### src/rtl/cfg_port_pkg.sv
package cfg_port_pkg;
    localparam int unsigned WORD_W   = 24;
    localparam int unsigned ADDR_W   = 4;
    localparam int unsigned DATA_W   = WORD_W - ADDR_W;
    localparam int unsigned NREG     = 1 << ADDR_W;
    localparam int unsigned PWR_ADDR = 5;
    localparam int unsigned CAL_ADDR = 0;
    localparam int unsigned RST_BIT  = 19;
    localparam int unsigned NPWR     = 8;
    localparam int unsigned RD_W     = NREG * DATA_W;

    typedef logic [DATA_W-1:0] data_t;
    typedef logic [ADDR_W-1:0] addr_t;

    function automatic logic is_hidden(addr_t a);
        return (a == addr_t'(10)) || (a == addr_t'(11)) || (a == addr_t'(13));
    endfunction

    function automatic logic is_user(addr_t a);
        return (a <= addr_t'(9)) || (a == addr_t'(12));
    endfunction

    function automatic data_t reset_val(addr_t a);
        data_t v;
        v = '0;
        if (is_hidden(a)) v = {12'hC3A, a, 4'h0};
        return v;
    endfunction
endpackage

### src/rtl/cfg_sync.sv
module cfg_sync #(
    parameter int unsigned W      = 4,
    parameter int unsigned STAGES = 2
) (
    input  logic         clk,
    input  logic         rst_n,
    input  logic [W-1:0] async_i,
    output logic [W-1:0] sync_o
);
    logic [W-1:0] stage_q [STAGES];

    always_ff @(posedge clk or negedge rst_n) begin
        if (!rst_n) begin
            for (int s = 0; s < int'(STAGES); s++) stage_q[s] <= '0;
        end else begin
            stage_q[0] <= async_i;
            for (int s = 1; s < int'(STAGES); s++) stage_q[s] <= stage_q[s-1];
        end
    end

    assign sync_o = stage_q[STAGES-1];
endmodule

### src/rtl/cfg_shifter.sv
module cfg_shifter
    import cfg_port_pkg::*;
(
    input  logic              clk,
    input  logic              rst_n,
    input  logic              sclk_s,
    input  logic              sdat_s,
    input  logic              sle_s,
    output logic [WORD_W-1:0] word_o,
    output logic              word_vld_o
);
    typedef struct packed {
        logic              sclk;
        logic              le;
        logic [WORD_W-1:0] sr;
        logic              vld;
    } shf_t;

    shf_t shf_d, shf_q;

    always_comb begin
        shf_d      = shf_q;
        shf_d.sclk = sclk_s;
        shf_d.le   = sle_s;
        // latch strobe rising edge commits the held word
        shf_d.vld  = sle_s & ~shf_q.le;
        if (sclk_s && !shf_q.sclk && !sle_s) begin
            shf_d.sr = {shf_q.sr[WORD_W-2:0], sdat_s};
        end
    end

    always_ff @(posedge clk or negedge rst_n) begin
        if (!rst_n) shf_q <= '0;
        else        shf_q <= shf_d;
    end

    assign word_o     = shf_q.sr;
    assign word_vld_o = shf_q.vld;
endmodule

### src/rtl/cfg_regfile.sv
module cfg_regfile
    import cfg_port_pkg::*;
(
    input  logic              clk,
    input  logic              rst_n,
    input  logic              word_vld,
    input  logic [WORD_W-1:0] word,
    input  logic              ce_s,
    output logic [RD_W-1:0]   reg_rd,
    output logic [NPWR-1:0]   pwr_en,
    output logic              cal_start,
    output logic              wr_stb,
    output logic [ADDR_W-1:0] wr_addr,
    output logic              relock_req
);
    typedef struct packed {
        logic [NREG-1:0][DATA_W-1:0] regs;
        logic                        held;
        logic                        cal;
        logic                        stb;
        addr_t                       waddr;
        logic                        relock;
        logic                        ce;
    } rf_t;

    function automatic rf_t rf_init();
        rf_t r;
        r = '0;
        for (int i = 0; i < int'(NREG); i++) r.regs[i] = reset_val(addr_t'(i));
        return r;
    endfunction

    rf_t   rf_d, rf_q;
    addr_t w_addr;
    data_t w_data;

    assign w_addr = word[ADDR_W-1:0];
    assign w_data = word[WORD_W-1:ADDR_W];

    always_comb begin
        rf_d     = rf_q;
        rf_d.cal = 1'b0;
        rf_d.stb = 1'b0;
        rf_d.ce  = ce_s;
        if (rf_q.ce && !ce_s) rf_d.relock = 1'b1;
        if (word_vld && is_user(w_addr)) begin
            if (w_addr == addr_t'(PWR_ADDR)) begin
                rf_d.stb   = 1'b1;
                rf_d.waddr = w_addr;
                if (w_data[RST_BIT]) begin
                    for (int i = 0; i < int'(NREG); i++) rf_d.regs[i] = reset_val(addr_t'(i));
                    rf_d.held = 1'b1;
                end else if (rf_q.held) begin
                    rf_d.held = 1'b0;
                end else begin
                    rf_d.regs[PWR_ADDR] = w_data;
                end
            end else if (!rf_q.held) begin
                rf_d.stb          = 1'b1;
                rf_d.waddr        = w_addr;
                rf_d.regs[w_addr] = w_data;
                if (w_addr == addr_t'(CAL_ADDR)) begin
                    rf_d.cal = 1'b1;
                    if (ce_s) rf_d.relock = 1'b0;
                end
            end
        end
    end

    always_ff @(posedge clk or negedge rst_n) begin
        if (!rst_n) rf_q <= rf_init();
        else        rf_q <= rf_d;
    end

    assign reg_rd     = rf_q.regs;
    assign pwr_en     = rf_q.regs[PWR_ADDR][NPWR-1:0] & {NPWR{ce_s}};
    assign cal_start  = rf_q.cal;
    assign wr_stb     = rf_q.stb;
    assign wr_addr    = rf_q.waddr;
    assign relock_req = rf_q.relock;
endmodule

### src/rtl/cfg_serial_port.sv
module cfg_serial_port
    import cfg_port_pkg::*;
#(
    parameter int unsigned SYNC_STAGES = 2
) (
    input  logic              clk,
    input  logic              rst_n,
    input  logic              ser_clk,
    input  logic              ser_dat,
    input  logic              ser_le,
    input  logic              chip_en,
    output logic [NPWR-1:0]   pwr_en,
    output logic              cal_start,
    output logic              wr_stb,
    output logic [ADDR_W-1:0] wr_addr,
    output logic              relock_req,
    output logic [RD_W-1:0]   reg_rd
);
    localparam int unsigned N_IN = 4;

    logic [N_IN-1:0]   pins_s;
    logic [WORD_W-1:0] word;
    logic              word_vld;

    cfg_sync #(.W(N_IN), .STAGES(SYNC_STAGES)) sync_i (
        .clk     (clk),
        .rst_n   (rst_n),
        .async_i ({chip_en, ser_le, ser_dat, ser_clk}),
        .sync_o  (pins_s)
    );

    cfg_shifter shf_i (
        .clk        (clk),
        .rst_n      (rst_n),
        .sclk_s     (pins_s[0]),
        .sdat_s     (pins_s[1]),
        .sle_s      (pins_s[2]),
        .word_o     (word),
        .word_vld_o (word_vld)
    );

    cfg_regfile rf_i (
        .clk        (clk),
        .rst_n      (rst_n),
        .word_vld   (word_vld),
        .word       (word),
        .ce_s       (pins_s[3]),
        .reg_rd     (reg_rd),
        .pwr_en     (pwr_en),
        .cal_start  (cal_start),
        .wr_stb     (wr_stb),
        .wr_addr    (wr_addr),
        .relock_req (relock_req)
    );
endmodule

### config.mk
export PLATFORM = sky130hd
export DESIGN_NAME = cfg_serial_port
export DESIGN_NICKNAME = d
export VERILOG_FILES = /design/src/rtl/cfg_port_pkg.sv /design/src/rtl/cfg_sync.sv /design/src/rtl/cfg_shifter.sv /design/src/rtl/cfg_regfile.sv /design/src/rtl/cfg_serial_port.sv
export SDC_FILE = /design/constraint.sdc
export NUM_CORES = 1
export LEC_CHECK = 0
export CELL_PAD_IN_SITES_DETAIL_PLACEMENT = 1
export CELL_PAD_IN_SITES_GLOBAL_PLACEMENT = 1
export CORE_MARGIN = 5
export CORE_UTILIZATION = 35
export DETAILED_ROUTE_END_ITERATION = 8
export PLACE_DENSITY = 0.77
export SLEW_MARGIN = 30
export SYNTH_ARGS = -nofsm -noshare
export SYNTH_HDL_FRONTEND = slang
export SYNTH_SLANG_ARGS = --single-unit
### constraint.sdc
create_clock -name clk -period 2.21 [get_ports clk]
set_input_delay 0.442 -clock clk [delete_from_list [all_inputs] [get_ports clk]]
set_output_delay 0.442 -clock clk [all_outputs]
set_load 0.02 [all_outputs]
==> summary.md, run 1 <==
| Metric | Value |
|---|---|
| Cell-by-cell trace of the critical path | clkdlybuf4s50_1 |
| Net switching power | 4.24 mW |
| Avg Inst Size Synth | ~12 µm² |
| Antenna-violating nets left | 0 |
| Critical Path Fanout Max | 2 |
| Slew Limit Fails | 0 |
| Crit-path max cell delay | 630 ps |
| P per Cell Area | 819 nW/µm² |
| Arrival time worst endpoint | between 1500 and 2000 ps |
| Initial DRC count | 485 |
| Die area | 50200 µm² |
| Lkg Pwr | 8.88 nW |
| Slowest stage cell, crit path | clkdlybuf4s50_1 |
| Max Clk Rate | 0.464 GHz |
| Status | finished clean |
| Worst Setup End Kind | primary output |
| Post-Synthesis Cell Area | ~16000 µm² |
| Startpoint Class | register |
| Total GRT Usage | 17.9% |
| Final net count | ~1400 |
| Worst Setup Path Type | reg2out |
| Pre-CTS WS | 98.0 ps |
| Seq pwr share | 46.6% |
| Syn. warnings | 0 |
| Clock Skew | approximately 17 ps |
| Maxcap violations | 0 |
| Top-area cell type share of the netlist area | 52.7% |
| Req. time, crit path | ~1800 ps |
| Pin count of the biggest net entering global routing | 84 |
| Placed inst area | 17900 µm² |
| Wire length per cell | 22.9 µm |
| RSZ-0062 raised after global routing | false |
| CTS H-tree depth | 2 |
| Pre-antenna DRT Iters | 5 |
| Final min period | ~2200 ps |
| Comb pwr share | between 10% and 20% |
| # rows | 78 |
| Initial core utilization | 35.3% |
| Clock Path Buffers | 3 |
| Synth Flop Type | dfrtp_1 |
| Grt total ovfl | 0 |
| Tot Pwr | around 16 mW |
| Dominant cell type by area after synthesis | dfrtp_1 |
| Largest cells by area after synthesis | dfrtp_1 53%, buf_4 15%, a22o_1 7.6% |
| Die height | 224 µm |
| WP buf/inv | 1 |
| Final hold vios | 0 |
| Initial antenna violation count | 0 |
| CTS tree | built |
| Clk sink count | 364 |
| Crit share post-route | 97.5% |
| Syn Inst Count | 1347 |
| Clock power share | 42.1% |
| Post-DP HPWL | 31900 µm |
| Layout cells sized above 1 | 17.4% |
| P_int | 11.5 mW |
| I/O pin total | 341 |
| Clock-pin slew on the worst setup and hold paths | roughly 60 ps |
| Floorplan core area | 45400 µm² |
| Post-Route WL | 45700 µm |
| DRC Markers | 0 |
| # port buffers | 340 |
| Slew @ Worst Pin | 922 ps |
| Net Count, Synth | 1353 |
| Via-per-instance ratio | a little under 5 |
| Setup TNS Final | 0 ps |
| First-pass GRT wire length | 69300 µm |
| Fraction of registers with async set/reset | 100% |
| Most common cell after layout, fill and taps aside | dfrtp_1 |
| Worst hold slack | 325 ps |
| Yosys reg bits | approximately 360 |
| Clock buffer count from CTS | 40 |
| Most frequent cells in the layout | 334 x dfrtp_1, 325 x clkdlybuf4s50_1, 140 x a22o_1 |
| Setup-failing EPs final | 0 |
| Root buf cell | clkbuf_16 |
| Hold crit path type | in2reg |
| Finished Cell Area | 19200 µm² |
| Register area share after synthesis | between 50% and 60% |
| Final worst slack | 55.4 ps |
| Slew margin rel. | 38.4% |
| Worst-Skew Late Latency | about 560 ps |
| Via count | 9673 |
| Width of the die | ~220 µm |
| Largest delay contributor family on the critical path | buffers and inverters |
| Post-synth EDFFs | 0 |
| Vias in the first global route | 10500 |
| Sw Share | a little over a quarter |
| VDD IR max | 0.000528 V |
| Layout area overhead | 19.6% |
| GP Congestion | 0.784 |
| Cell variety after synth | 47 |
## cells by family (layout without fill, tap and decap cells)
kind of cell / after synthesis / in the layout / share of synthesized area (%)
buf+inv: 419 / 469 / 17.9
flops: 364 / 364 / 57.0
simple gates: 283 / 283 / 10.1
compound gates: 218 / 218 / 10.6
mux: 63 / 63 / 4.41
other cells: 0 / 1 / 0
## worst paths after layout
kind                                   start                end  slack, ps  depth (start not counted)
min in group asynchronous              rst_n     rf_i.reg_rd[7]        350                          2
hold reg to reg            sync_i.stage_q[4]   sync_i.sync_o[0]        360                          0
setup / recovery            rf_i.reg_rd[233]        reg_rd[233]         60                          1
setup reg to reg             shf_i.word_o[0]   rf_i.reg_rd[249]        160                          4
max in group asynchronous              rst_n   rf_i.reg_rd[231]       1030                          3
hold / removal                       ser_clk  sync_i.stage_q[4]        330                          1
## power groups by stage
stage               logic (mW)  registers [mW]  clock network [mW]
floorplan                 1.27            7.16                   0
global placement          1.75            7.41                   0
detailed placement        1.81            7.43                   0
CTS                       1.81            7.31                6.83
global route              1.92            7.34                7.12
finish                    1.78            7.32                6.62
## stage by stage
step	util (%)	cells
4_1_cts	42.2	1996
3_5_place_dp	39.4	1922
2_1_floorplan	-	1347
6_report	42.3	1998
5_1_grt	42.3	1997
3_3_place_gp	39.4	1922
## layout make-up
type                    instances  area (µm²)
flip-flops and latches        364        9150
clock inverters                23         188
diodes                          1        2.50
fillers                      4731       26200
multi-input cells             564        4070
clock buffers                  50        1110
inverters                       5        18.8
well taps                     600         751
repair buffers                391        3900
## routing by layer
layer	GRT usage, %	share of wire [%]	vias to the layer above
met2	29.1	48	299
met4	6.54	3.5	0
met5	0	0	-
li1	-	-	4209
met3	3.97	5.2	78
met1	23.6	43	5087
## registers in the layout, indices dropped and copies added (netlist names)
signal,cells
shf_i.word_o,24
rf_i.rf_q,2
rf_i.cal_start,1
rf_i.reg_rd,320
rf_i.wr_addr,4
sync_i.stage_q,4
sync_i.sync_o,4
rf_i.wr_stb,1
rf_i.relock_req,1
shf_i.shf_q,2
shf_i.word_vld_o,1
## Yosys cell counts, types with 3 or more instances
library cell / number
dfstp_2: 26
clkbuf_1: 44
nand2_1: 71
a22oi_1: 19
nand3_1: 11
buf_2: 38
nor2b_1: 137
nor3_1: 3
nor2_1: 7
mux2_2: 51
buf_4: 328
mux2_1: 10
a22o_1: 140
dfrtp_1: 338
and2_1: 9
inv_1: 5
o21ai_0: 47
or2_2: 26
## what timing repair did
| item | CTS | global route |
|---|---|---|
| endpoints found under the hold margin | 28 | 0 |
| pin swaps | 0 | 1 |
| setup endpoints to repair | 11 | 23 |
| hold buffers | 1 | 0 |
| resized for setup | 12 | 3 |
| buffers inserted | 0 | 1 |
Power figures use the tool's default switching activity.
==> run 2: changes to the inputs <==
clock period = 2.8 ns   (was 2.21 ns; I/O delays follow)
==> summary.md, run 2 (synthesized netlist as in run 1, its figures left out) <==
| Metric | Value |
|---|---|
| Reg-to-reg startpoint | shf_i.word_o[3] |
| GP Congestion | 0.790 |
| Post-Route WL | 46300 µm |
| Antenna-violating nets left | 0 |
| Width of the die | around 220 µm |
| Met1 global-route usage | 23.9% |
| Die height | 224 µm |
| Sw Share | 27.0% |
| Floorplan core area | 45400 µm² |
| Worst-Skew Late Latency | 580 ps |
| Grt total ovfl | 0 |
| Max Clk Rate | 0.416 GHz |
| Comb pwr share | 11.1% |
| RSZ-0062 raised after global routing | false |
| Most common cell after layout, fill and taps aside | clkdlybuf4s50_1 |
| Setup TNS Final | 0 ps |
| Lkg Pwr | 8.77 nW |
| Slew @ Worst Pin | 864 ps |
| Hold Path Cell Cnt | 0 |
| RR Endpoint | rf_i.reg_rd[9] |
| First-pass GRT wire length | 70000 µm |
| Initial core utilization | 35.3% |
| Pre-CTS WS | 579 ps |
| Pre-antenna DRT Iters | 4 |
| Crit-path max cell delay | 610 ps |
| Final Core Density | 42.3% |
| Largest delay contributor family on the critical path | buffers and inverters |
| Req. time, crit path | 2240 ps |
| Maxcap violations | 0 |
| Slowest stage cell, crit path | clkdlybuf4s50_1 |
| Met2 Use GR | 30.1% |
| # Post-CTS Setup Buffers | 0 |
| Status | finished clean |
| P per Cell Area | around 650 nW/µm² |
| CTS H-tree depth | 2 |
| Number of cells on the worst reg-to-reg path | 5 |
| Final min period | 2400 ps |
| HP Start | sync_i.stage_q[4] |
| # port buffers | 340 |
| Clock Path Buffers | 3 |
| Worst Setup Path Type | reg2out |
| Vias in the first global route | 10500 |
| Final net count | 1371 |
| Net switching power | 3.36 mW |
| Clock power share | ~43% |
| Most Crowded Layer GR | met2 |
| Via-per-instance ratio | 4.87 |
| Seq pwr share | 46.4% |
| P_int | 9.10 mW |
| Pin count of the biggest net entering global routing | 76 |
| # rows | 78 |
| Crit share post-route | 85.9% |
| Root buf cell | clkbuf_16 |
| Hold crit path type | reg2reg |
| Worst Setup End Kind | primary output |
| Max reg flops | 320 |
| Wire length per cell | about 23 µm |
| Total GRT Usage | 18.1% |
| Clock-pin slew on the worst setup and hold paths | approximately 60 ps |
| Clock Skew | 23.3 ps |
| Most frequent cells in the layout | 339 x clkdlybuf4s50_1, 335 x dfrtp_1, 140 x a22o_1 |
| Critical Path Fanout Max | 10 |
| WHS Endpoint | sync_i.sync_o[0] |
| Post-DP HPWL | 31800 µm |
| Clock buffer count from CTS | approximately 40 |
| Cell-by-cell trace of the critical path | and2_1 > clkdlybuf4s50_1 |
| Via count | 9734 |
| WP buf/inv | 1 |
| Die area | 50200 µm² |
| VDD IR max | around 0.00035 V |
| Slew Limit Fails | 0 |
| Initial DRC count | 563 |
| Layout cells sized above 1 | 16.5% |
| Clk sink count | roughly 360 |
| R2r setup slk | 580 ps |
| Slew margin rel. | 42.4% |
| Setup-failing EPs final | 0 |
| DRC Markers | 0 |
| Initial antenna violation count | 1 |
| Final hold vios | 0 |
| Met3 Usage GRT | 3.77% |
| Final worst slack | about 400 ps |
| I/O pin total | 341 |
| Layout area overhead | 19.8% |
| Startpoint Class | register |
| CTS tree | built |
| Arrival time worst endpoint | between 1500 and 2000 ps |
## run 2: changes by cell type in the layout (fill, tap and decap cells not counted), sizes merged
cell / change
bufinv: -1
dlygate4sd2: -11
clkinvlp: -5
inv: -1
dlymetal6s2s: -3
clkbuf: +14
buf: -2
clkdlybuf4s50: +14
clkinv: -5
## run 2: worst max path at each step
stage | cells after the start | start | end | slack [ps]
finish | 2 | sync_i.sync_o[3] | pwr_en[2] | 400
global route | 2 | sync_i.sync_o[3] | pwr_en[6] | 260
CTS | 2 | sync_i.sync_o[3] | pwr_en[2] | 320
detailed placement | 5 | shf_i.word_o[23] | rf_i.reg_rd[9] | 580
global placement | 6 | shf_i.word_o[3] | rf_i.reg_rd[178] | 450
floorplan | 5 | shf_i.word_o[1] | rf_i.reg_rd[20] | 1090
## run 2: repair_timing
| item | in CTS | in global routing |
|---|---|---|
| endpoints found under the setup margin | 0 | 0 |
| hold endpoints to repair | 48 | 0 |
| resized for setup | 0 | 0 |
| hold buffers | 1 | 0 |
## run 2: power by group through the flow
stage | combinational, mW | clock [mW] | sequential [mW]
after global placement | 1.35 | 0 | 5.86
after detailed placement | 1.39 | 0 | 5.87
after global routing | 1.48 | 5.71 | 5.81
after floorplan | 1.00 | 0 | 5.65
after CTS | 1.40 | 5.49 | 5.78
final | 1.38 | 5.30 | 5.78
## run 2: layer usage
metal	up-vias	share of wire, %	routed length, µm
met5	-	0	0
met1	5164	43	19900
met4	0	2.8	1310
met3	72	5.0	2310
met2	283	49	22800
li1	4215	-	-
## run 2: area by class of cell
cell class              instances  area (µm²)
fillers                      4739       26200
flip-flops and latches        364        9150
multi-input cells             564        4070
repair buffers                389        3880
clock buffers                  64        1190
well taps                     600         751
clock inverters                11         149
inverters                       5        18.8
diodes                          1        2.50
## run 2: per-stage QoR
| step | hold slack, ps | std cells | cell area, µm² | total power, mW |
|---|---|---|---|---|
| floorplan | 264 | 1347 | 16000 | 6.65 |
| global placement | 335 | 1920 | 17800 | 7.21 |
| detailed placement | 336 | 1921 | 17800 | 7.27 |
| CTS | 350 | 1997 | 19200 | 12.7 |
| global route | 370 | 1997 | 19200 | 13.0 |
| finish | 348 | 1998 | 19200 | 12.5 |
==> run 3: changes to the inputs <==
TNS_END_PERCENT = 100   (was not set)
==> results of run 3 <==
Same layout as run 2: the final DEF is identical, and so are final timing and power.
